## config.mk

```make
export PLATFORM = sky130hd
export DESIGN_NAME = dma_irq_status
export DESIGN_NICKNAME = d
export VERILOG_FILES = /design/src/rtl/dma_irq_status_pkg.sv /design/src/rtl/sticky_flags.sv /design/src/rtl/toggle_enables.sv /design/src/rtl/irq_reduce.sv /design/src/rtl/dma_irq_status.sv
export SDC_FILE = /design/constraint.sdc
export NUM_CORES = 1
export LEC_CHECK = 0
export ABC_AREA = 1
export BUFFER_PORTS_ARGS = -buffer_cell sky130_fd_sc_hd__buf_2
export CAP_MARGIN = 15
export CORE_MARGIN = 10
export CORE_UTILIZATION = 41
export DETAILED_ROUTE_END_ITERATION = 10
export PLACE_DENSITY = 0.79
export SETUP_SLACK_MARGIN = 0.2
export SYNTH_ARGS = -nofsm -noshare
export SYNTH_HDL_FRONTEND = slang
export SYNTH_SLANG_ARGS = --single-unit
```

## constraint.sdc

```tcl
create_clock -name clk -period 0.89 [get_ports clk]
set_input_delay 0.178 -clock clk [delete_from_list [all_inputs] [get_ports clk]]
set_output_delay 0.178 -clock clk [all_outputs]
set_load 0.01 [all_outputs]
```

## src/rtl/dma_irq_status_pkg.sv

```systemverilog
package dma_irq_status_pkg;

    localparam int NUM_CH        = 10;
    localparam int REG_W         = 32;

    // bit positions inside the register word
    localparam int CH_STAT_LSB   = 0;
    localparam int STALL_STAT    = 13;
    localparam int FEMPTY_STAT   = 14;
    localparam int BUSERR_STAT   = 15;
    localparam int CH_EN_LSB     = 16;
    localparam int STALL_EN      = 29;
    localparam int FEMPTY_EN     = 30;

    // derived widths of the two flag banks
    localparam int STAT_W        = NUM_CH + 3;
    localparam int EN_W          = NUM_CH + 2;

    // one status flag per event source, bank order low to high
    typedef struct packed {
        logic              bus_err;
        logic              fifo_empty;
        logic              stall;
        logic [NUM_CH-1:0] chan;
    } evt_vec_t;

    // one enable bit per maskable source
    typedef struct packed {
        logic              fifo_empty;
        logic              stall;
        logic [NUM_CH-1:0] chan;
    } en_vec_t;

    // which status flags a written word acknowledges
    function automatic evt_vec_t decode_ack(input logic [REG_W-1:0] w);
        evt_vec_t r;
        r.chan       = w[CH_STAT_LSB +: NUM_CH];
        r.stall      = w[STALL_STAT];
        r.fifo_empty = w[FEMPTY_STAT];
        r.bus_err    = w[BUSERR_STAT];
        return r;
    endfunction

    // which enable bits a written word flips
    function automatic en_vec_t decode_flip(input logic [REG_W-1:0] w);
        en_vec_t r;
        r.chan       = w[CH_EN_LSB +: NUM_CH];
        r.stall      = w[STALL_EN];
        r.fifo_empty = w[FEMPTY_EN];
        return r;
    endfunction

    // assemble the readback word; every other position stays zero
    function automatic logic [REG_W-1:0] pack_word(input evt_vec_t s, input en_vec_t e);
        logic [REG_W-1:0] w;
        w                        = '0;
        w[CH_STAT_LSB +: NUM_CH] = s.chan;
        w[STALL_STAT]            = s.stall;
        w[FEMPTY_STAT]           = s.fifo_empty;
        w[BUSERR_STAT]           = s.bus_err;
        w[CH_EN_LSB +: NUM_CH]   = e.chan;
        w[STALL_EN]              = e.stall;
        w[FEMPTY_EN]             = e.fifo_empty;
        return w;
    endfunction

    // positions that carry state; the rest are reserved
    function automatic logic [REG_W-1:0] live_bits();
        evt_vec_t s;
        en_vec_t  e;
        s = '1;
        e = '1;
        return pack_word(s, e);
    endfunction

endpackage

```

## src/rtl/sticky_flags.sv

```systemverilog
module sticky_flags #(
    parameter int W = 4
) (
    input  logic         clk,
    input  logic         rst,
    input  logic [W-1:0] set_i,
    input  logic [W-1:0] clr_i,
    output logic [W-1:0] q_o
);

    logic [W-1:0] state;

    for (genvar i = 0; i < W; i++) begin : g_bit
        always_ff @(posedge clk) begin
            if (rst) begin
                state[i] <= 1'b0;
            end else if (set_i[i]) begin
                state[i] <= 1'b1;          // set has priority over clear
            end else if (clr_i[i]) begin
                state[i] <= 1'b0;
            end
        end

        AST_SET_WINS: assert property (@(posedge clk) disable iff (rst)
            set_i[i] |=> state[i]);
        AST_CLR_TAKES: assert property (@(posedge clk) disable iff (rst)
            (clr_i[i] && !set_i[i]) |=> !state[i]);
        AST_FLAG_HOLD: assert property (@(posedge clk) disable iff (rst)
            (!clr_i[i] && !set_i[i]) |=> $stable(state[i]));
        AST_FLAG_RESET: assert property (@(posedge clk)
            rst |=> !state[i]);
    end

    assign q_o = state;

endmodule

```

## src/rtl/toggle_enables.sv

```systemverilog
module toggle_enables #(
    parameter int W = 4
) (
    input  logic         clk,
    input  logic         rst,
    input  logic [W-1:0] flip_i,
    output logic [W-1:0] q_o
);

    logic [W-1:0] state;

    for (genvar i = 0; i < W; i++) begin : g_bit
        always_ff @(posedge clk) begin
            if (rst) begin
                state[i] <= 1'b0;
            end else if (flip_i[i]) begin
                state[i] <= ~state[i];
            end
        end

        AST_EN_FLIPS: assert property (@(posedge clk) disable iff (rst)
            flip_i[i] |=> (state[i] != $past(state[i])));
        AST_EN_HOLD: assert property (@(posedge clk) disable iff (rst)
            !flip_i[i] |=> $stable(state[i]));
        AST_EN_RESET: assert property (@(posedge clk)
            rst |=> !state[i]);
    end

    assign q_o = state;

endmodule

```

## src/rtl/irq_reduce.sv

```systemverilog
module irq_reduce #(
    parameter int W = 4
) (
    input  logic [W-1:0] masked_stat_i,
    input  logic [W-1:0] enable_i,
    input  logic         unmasked_i,
    output logic         irq_o
);

    logic [W-1:0] hit;

    for (genvar i = 0; i < W; i++) begin : g_and
        assign hit[i] = masked_stat_i[i] & enable_i[i];
    end

    assign irq_o = (|hit) | unmasked_i;

endmodule

```

## src/rtl/dma_irq_status.sv

```systemverilog
module dma_irq_status
    import dma_irq_status_pkg::*;
(
    input  logic              clk,
    input  logic              rst,
    input  logic [NUM_CH-1:0] chan_done_evt,
    input  logic              stall_evt,
    input  logic              fifo_empty_evt,
    input  logic              bus_err_evt,
    input  logic              reg_we,
    input  logic [REG_W-1:0]  reg_wdata,
    output logic [REG_W-1:0]  reg_rdata,
    output logic              irq
);

    evt_vec_t evt_set;
    evt_vec_t evt_ack;
    evt_vec_t stat_q;
    en_vec_t  en_flip;
    en_vec_t  en_q;
    logic     irq_w;

    always_comb begin
        evt_set.chan       = chan_done_evt;
        evt_set.stall      = stall_evt;
        evt_set.fifo_empty = fifo_empty_evt;
        evt_set.bus_err    = bus_err_evt;
        evt_ack            = reg_we ? decode_ack(reg_wdata)  : '0;
        en_flip            = reg_we ? decode_flip(reg_wdata) : '0;
    end

    sticky_flags #(.W(STAT_W)) u_status (
        .clk   (clk),
        .rst   (rst),
        .set_i (evt_set),
        .clr_i (evt_ack),
        .q_o   (stat_q)
    );

    toggle_enables #(.W(EN_W)) u_enable (
        .clk    (clk),
        .rst    (rst),
        .flip_i (en_flip),
        .q_o    (en_q)
    );

    irq_reduce #(.W(EN_W)) u_reduce (
        .masked_stat_i ({stat_q.fifo_empty, stat_q.stall, stat_q.chan}),
        .enable_i      (en_q),
        .unmasked_i    (stat_q.bus_err),
        .irq_o         (irq_w)
    );

    assign reg_rdata = pack_word(stat_q, en_q);
    assign irq       = irq_w;

    AST_RESERVED_ZERO: assert property (@(posedge clk) disable iff (rst)
        (reg_rdata & ~live_bits()) == '0);
    AST_BUSERR_RAISES: assert property (@(posedge clk) disable iff (rst)
        reg_rdata[BUSERR_STAT] |-> irq);
    AST_EVT_VISIBLE: assert property (@(posedge clk) disable iff (rst)
        stall_evt |=> reg_rdata[STALL_STAT]);
    AST_IRQ_CAUSE: assert property (@(posedge clk) disable iff (rst)
        (reg_rdata[CH_STAT_LSB +: NUM_CH] == '0 && !reg_rdata[STALL_STAT]
         && !reg_rdata[FEMPTY_STAT] && !reg_rdata[BUSERR_STAT]) |-> !irq);

endmodule

```

==> metrics.md <==
| Metric | Value |
|---|---|
| Std-Cell Rows | `19` |
| Die height | `74.4 um` |
| Cts bufs inserted | `3` |
| Placement-stage cell area | `between 1500 and 2000 um^2` |
| Flop2flop setup slack | `-60 ps` |
| Violated checks | `negative setup slack` |
| YS warnings | `0` |
| # nets final | `294` |
| Worst Hold Endpoint | `u_status.q_o[7]$_SDFFE_PP0P_` |
| Leakage power | `0.00105 uW` |
| Iteration-0 DRC Markers | `41` |
| Critical Path Fanout Max | `2` |
| Area of the multi-input gates | `between 600 and 700 um^2` |
| Sequential cell area | `around 530 um^2` |
| Mapped Cells | `~140` |
| Maximum vdd drop | `between 1 and 1.5 mV` |
| Worst clock skew | `0 ps` |
| Core area | `around 2800 um^2` |
| Clk Latency, worst-skew pair | `300 ps` |
| Die W | `~74 um` |
| RD Place Congestion | `between 0.6 and 0.7` |
| I/O pins | `a little over 80` |
| Grt ovf | `0` |
| Setup crit end kind | `output port` |
| TritonCTS clock tree | `yes` |
| Final Instance Count excl. Fillers | `roughly 280` |
| Largest net degree at the start of global routing | `26` |
| H-tree depth | `1` |
| Final Setup Violations | `29` |
| FF-to-FF path depth | `5` |
| Register area share after synthesis | `around 41%` |
| Pwr dens | `1210 nW/um^2` |
| CTS sink cnt | `25` |
| Yosys cell types | `14` |
| Cells after DPL | `between 200 and 300` |
| Max Fclk | `approximately 750 MHz` |
| DR pass1 iterations | `4` |
| Post-synthesis average cell area | `~8.6 um^2` |
| Final HPWL from detailed placement | `about 2.8 mm` |
| Register bit count reported by yosys | `25` |
| Initial antenna violation count | `0` |
| Tot GR Track Use | `13.9%` |
| Clk buf depth | `2` |
| Fraction of layout cells with a size suffix above 1 | `between 70% and 80%` |
| Final period util | `150%` |
| Period minus WS final | `approximately 1300 ps` |
| Reg2reg end | `u_enable.q_o[7]$_SDFFE_PP0P_` |
| Vias in the first global route | `approximately 1400` |
| Setup WS pre-CTS | `-88.2 ps` |
| Final Hold Fails | `0` |
| Hold Path Depth | `3` |
| First-pass GRT wire length | `just over 6 mm` |
| Vias/cell | `around 4.9` |
| Status | `finished with violations` |
| Worst setup SP type | `flop` |
| N_diodes | `0` |
| Sum of negative setup slack | `-4950 ps` |
| Initial core utilization | `a little over two fifths` |
| Synth-to-layout area growth | `86.2%` |
| Routed WL | `4.40 mm` |
| Post-Syn Area | `about 1200 um^2` |
| Clk slew on worst S/H paths | `approximately 130 ps` |
| Worst r2r src | `u_enable.q_o[7]$_SDFFE_PP0P_` |
| IO buf count | `66` |
| RSZ-0062 raised after global routing | `yes` |
| Max-cap violations | `0` |
| Via count | `between 1000 and 1500` |
| Arrival time worst endpoint | `between 1000 and 1500 ps` |
| Antenna-violating nets left | `0` |
| CP required | `about 700 ps` |
| Finished Cell Area | `around 2300 um^2` |
| Full die area | `about 5500 um^2` |
| # DRC | `0` |
| Max Slew Vio Count | `0` |
| CTS root buffer | `clkbuf_4` |
| Routed length per placed instance | `between 15 and 20 um` |
| Min-Delay Startpoint | `chan_done_evt[7]` |
| Fillers | `between 150 and 200` |
| Path type of the worst setup path | `flop to output port` |
| Hold Path Class | `input pin to flop` |
| Worst setup margin | `-446 ps` |
[what timing repair did]
item,in CTS,in global routing
resized for setup,59,24
setup buffers,4,11
setup endpoints to repair,51,51
pin swaps,3,12
hold buffers,0,0
[registers in the layout (all words and copies together), names as in the netlist]
signal / cells
u_status.q_o: 13
u_enable.q_o: 12
[cells in the mapped netlist]
| cell | number | share of area, % |
|---|---|---|
| nand2_1 | 31 | 9.6 |
| dfxtp_1 | 25 | 41 |
| nor2_1 | 15 | 4.6 |
| a21oi_1 | 14 | 5.8 |
| nand3_1 | 13 | 5.4 |
| a21oi_2 | 12 | 8.7 |
| nor3b_2 | 12 | 12 |
| buf_4 | 9 | 5.6 |
| inv_1 | 3 | 0.93 |
| buf_2 | 2 | 0.82 |
| buf_6 | 2 | 1.9 |
| buf_12 | 1 | 1.6 |
| buf_8 | 1 | 1.2 |
| conb_1 | 1 | 0.31 |
[cell type report]
class	instances	share of cell area, %
Sequential cell	25	23.5
Clock buffer	4	1.16
Inverter	3	0.498
Tap cell	31	1.72
Multi-Input combinational cell	104	30.2
Timing Repair Buffer	109	42.9
[layout by cell type, fill, tap and decap left out, types with 5 or more instances in the layout]
| master | n |
|---|---|
| nand2_1 | 31 |
| a21oi_2 | 17 |
| conb_1 | 7 |
| buf_6 | 61 |
| nor2_1 | 15 |
| nor3b_2 | 12 |
| nand3_2 | 8 |
| a21oi_1 | 6 |
| buf_2 | 41 |
| dfxtp_2 | 25 |
| buf_4 | 5 |
| nand3_1 | 5 |
[how the worst max path moves through the flow]
stage          slack, ps  end                         start
6_report            -450  irq  u_enable.q_o[7]$_SDFFE_PP0P_
5_1_grt             -540  irq  u_status.q_o[8]$_SDFFE_PP0P_
4_1_cts             -440  irq  u_enable.q_o[6]$_SDFFE_PP0P_
3_5_place_dp         -90  irq  u_enable.q_o[6]$_SDFFE_PP0P_
3_3_place_gp         -80  irq  u_enable.q_o[7]$_SDFFE_PP0P_
2_1_floorplan         40  irq  u_enable.q_o[6]$_SDFFE_PP0P_
[per-stage QoR]
stage	hold WS, ps	util, %	power, uW
2_1_floorplan	295	-	1630
3_3_place_gp	381	62.3	1920
3_5_place_dp	389	62.3	1940
4_1_cts	67.3	73.8	2600
5_1_grt	45.9	80.6	2900
6_report	69.0	80.6	2730
[per-layer routing]
layer	GRT usage, %	wire length [um]	up-vias
met5	0	0	-
met4	2.31	16	0
met3	5.45	299	2
met2	26.5	2500	39
met1	14.2	1580	641
li1	-	-	661
[critical path: stages (launching register included)]
cell,delay (ps)
dfxtp_2,350
nand2_1,60
nand2_1,60
inv_1,60
nand2_1,50
nor2_1,80
nand2_1,60
buf_2,140
[cell families (layout without fill, tap and decap cells)]
family,after synthesis,after routing,synth area share (%)
AO/OA/AOI/OAI,26,26,14.4
buffers and inverters,18,116,12.1
other,1,7,0.309
AND/OR/NAND/NOR,71,71,32.0
flip-flops,25,25,41.2
[power breakdown]
group	switching, uW	total, uW	leakage [uW]	internal, uW
clock network	312	486	0.0000150	174
logic	414	974	0.000821	560
registers	58.4	1270	0.000215	1220
total	784	2730	0.00105	1950
Note: power is estimated with default switching activity, not from simulation.
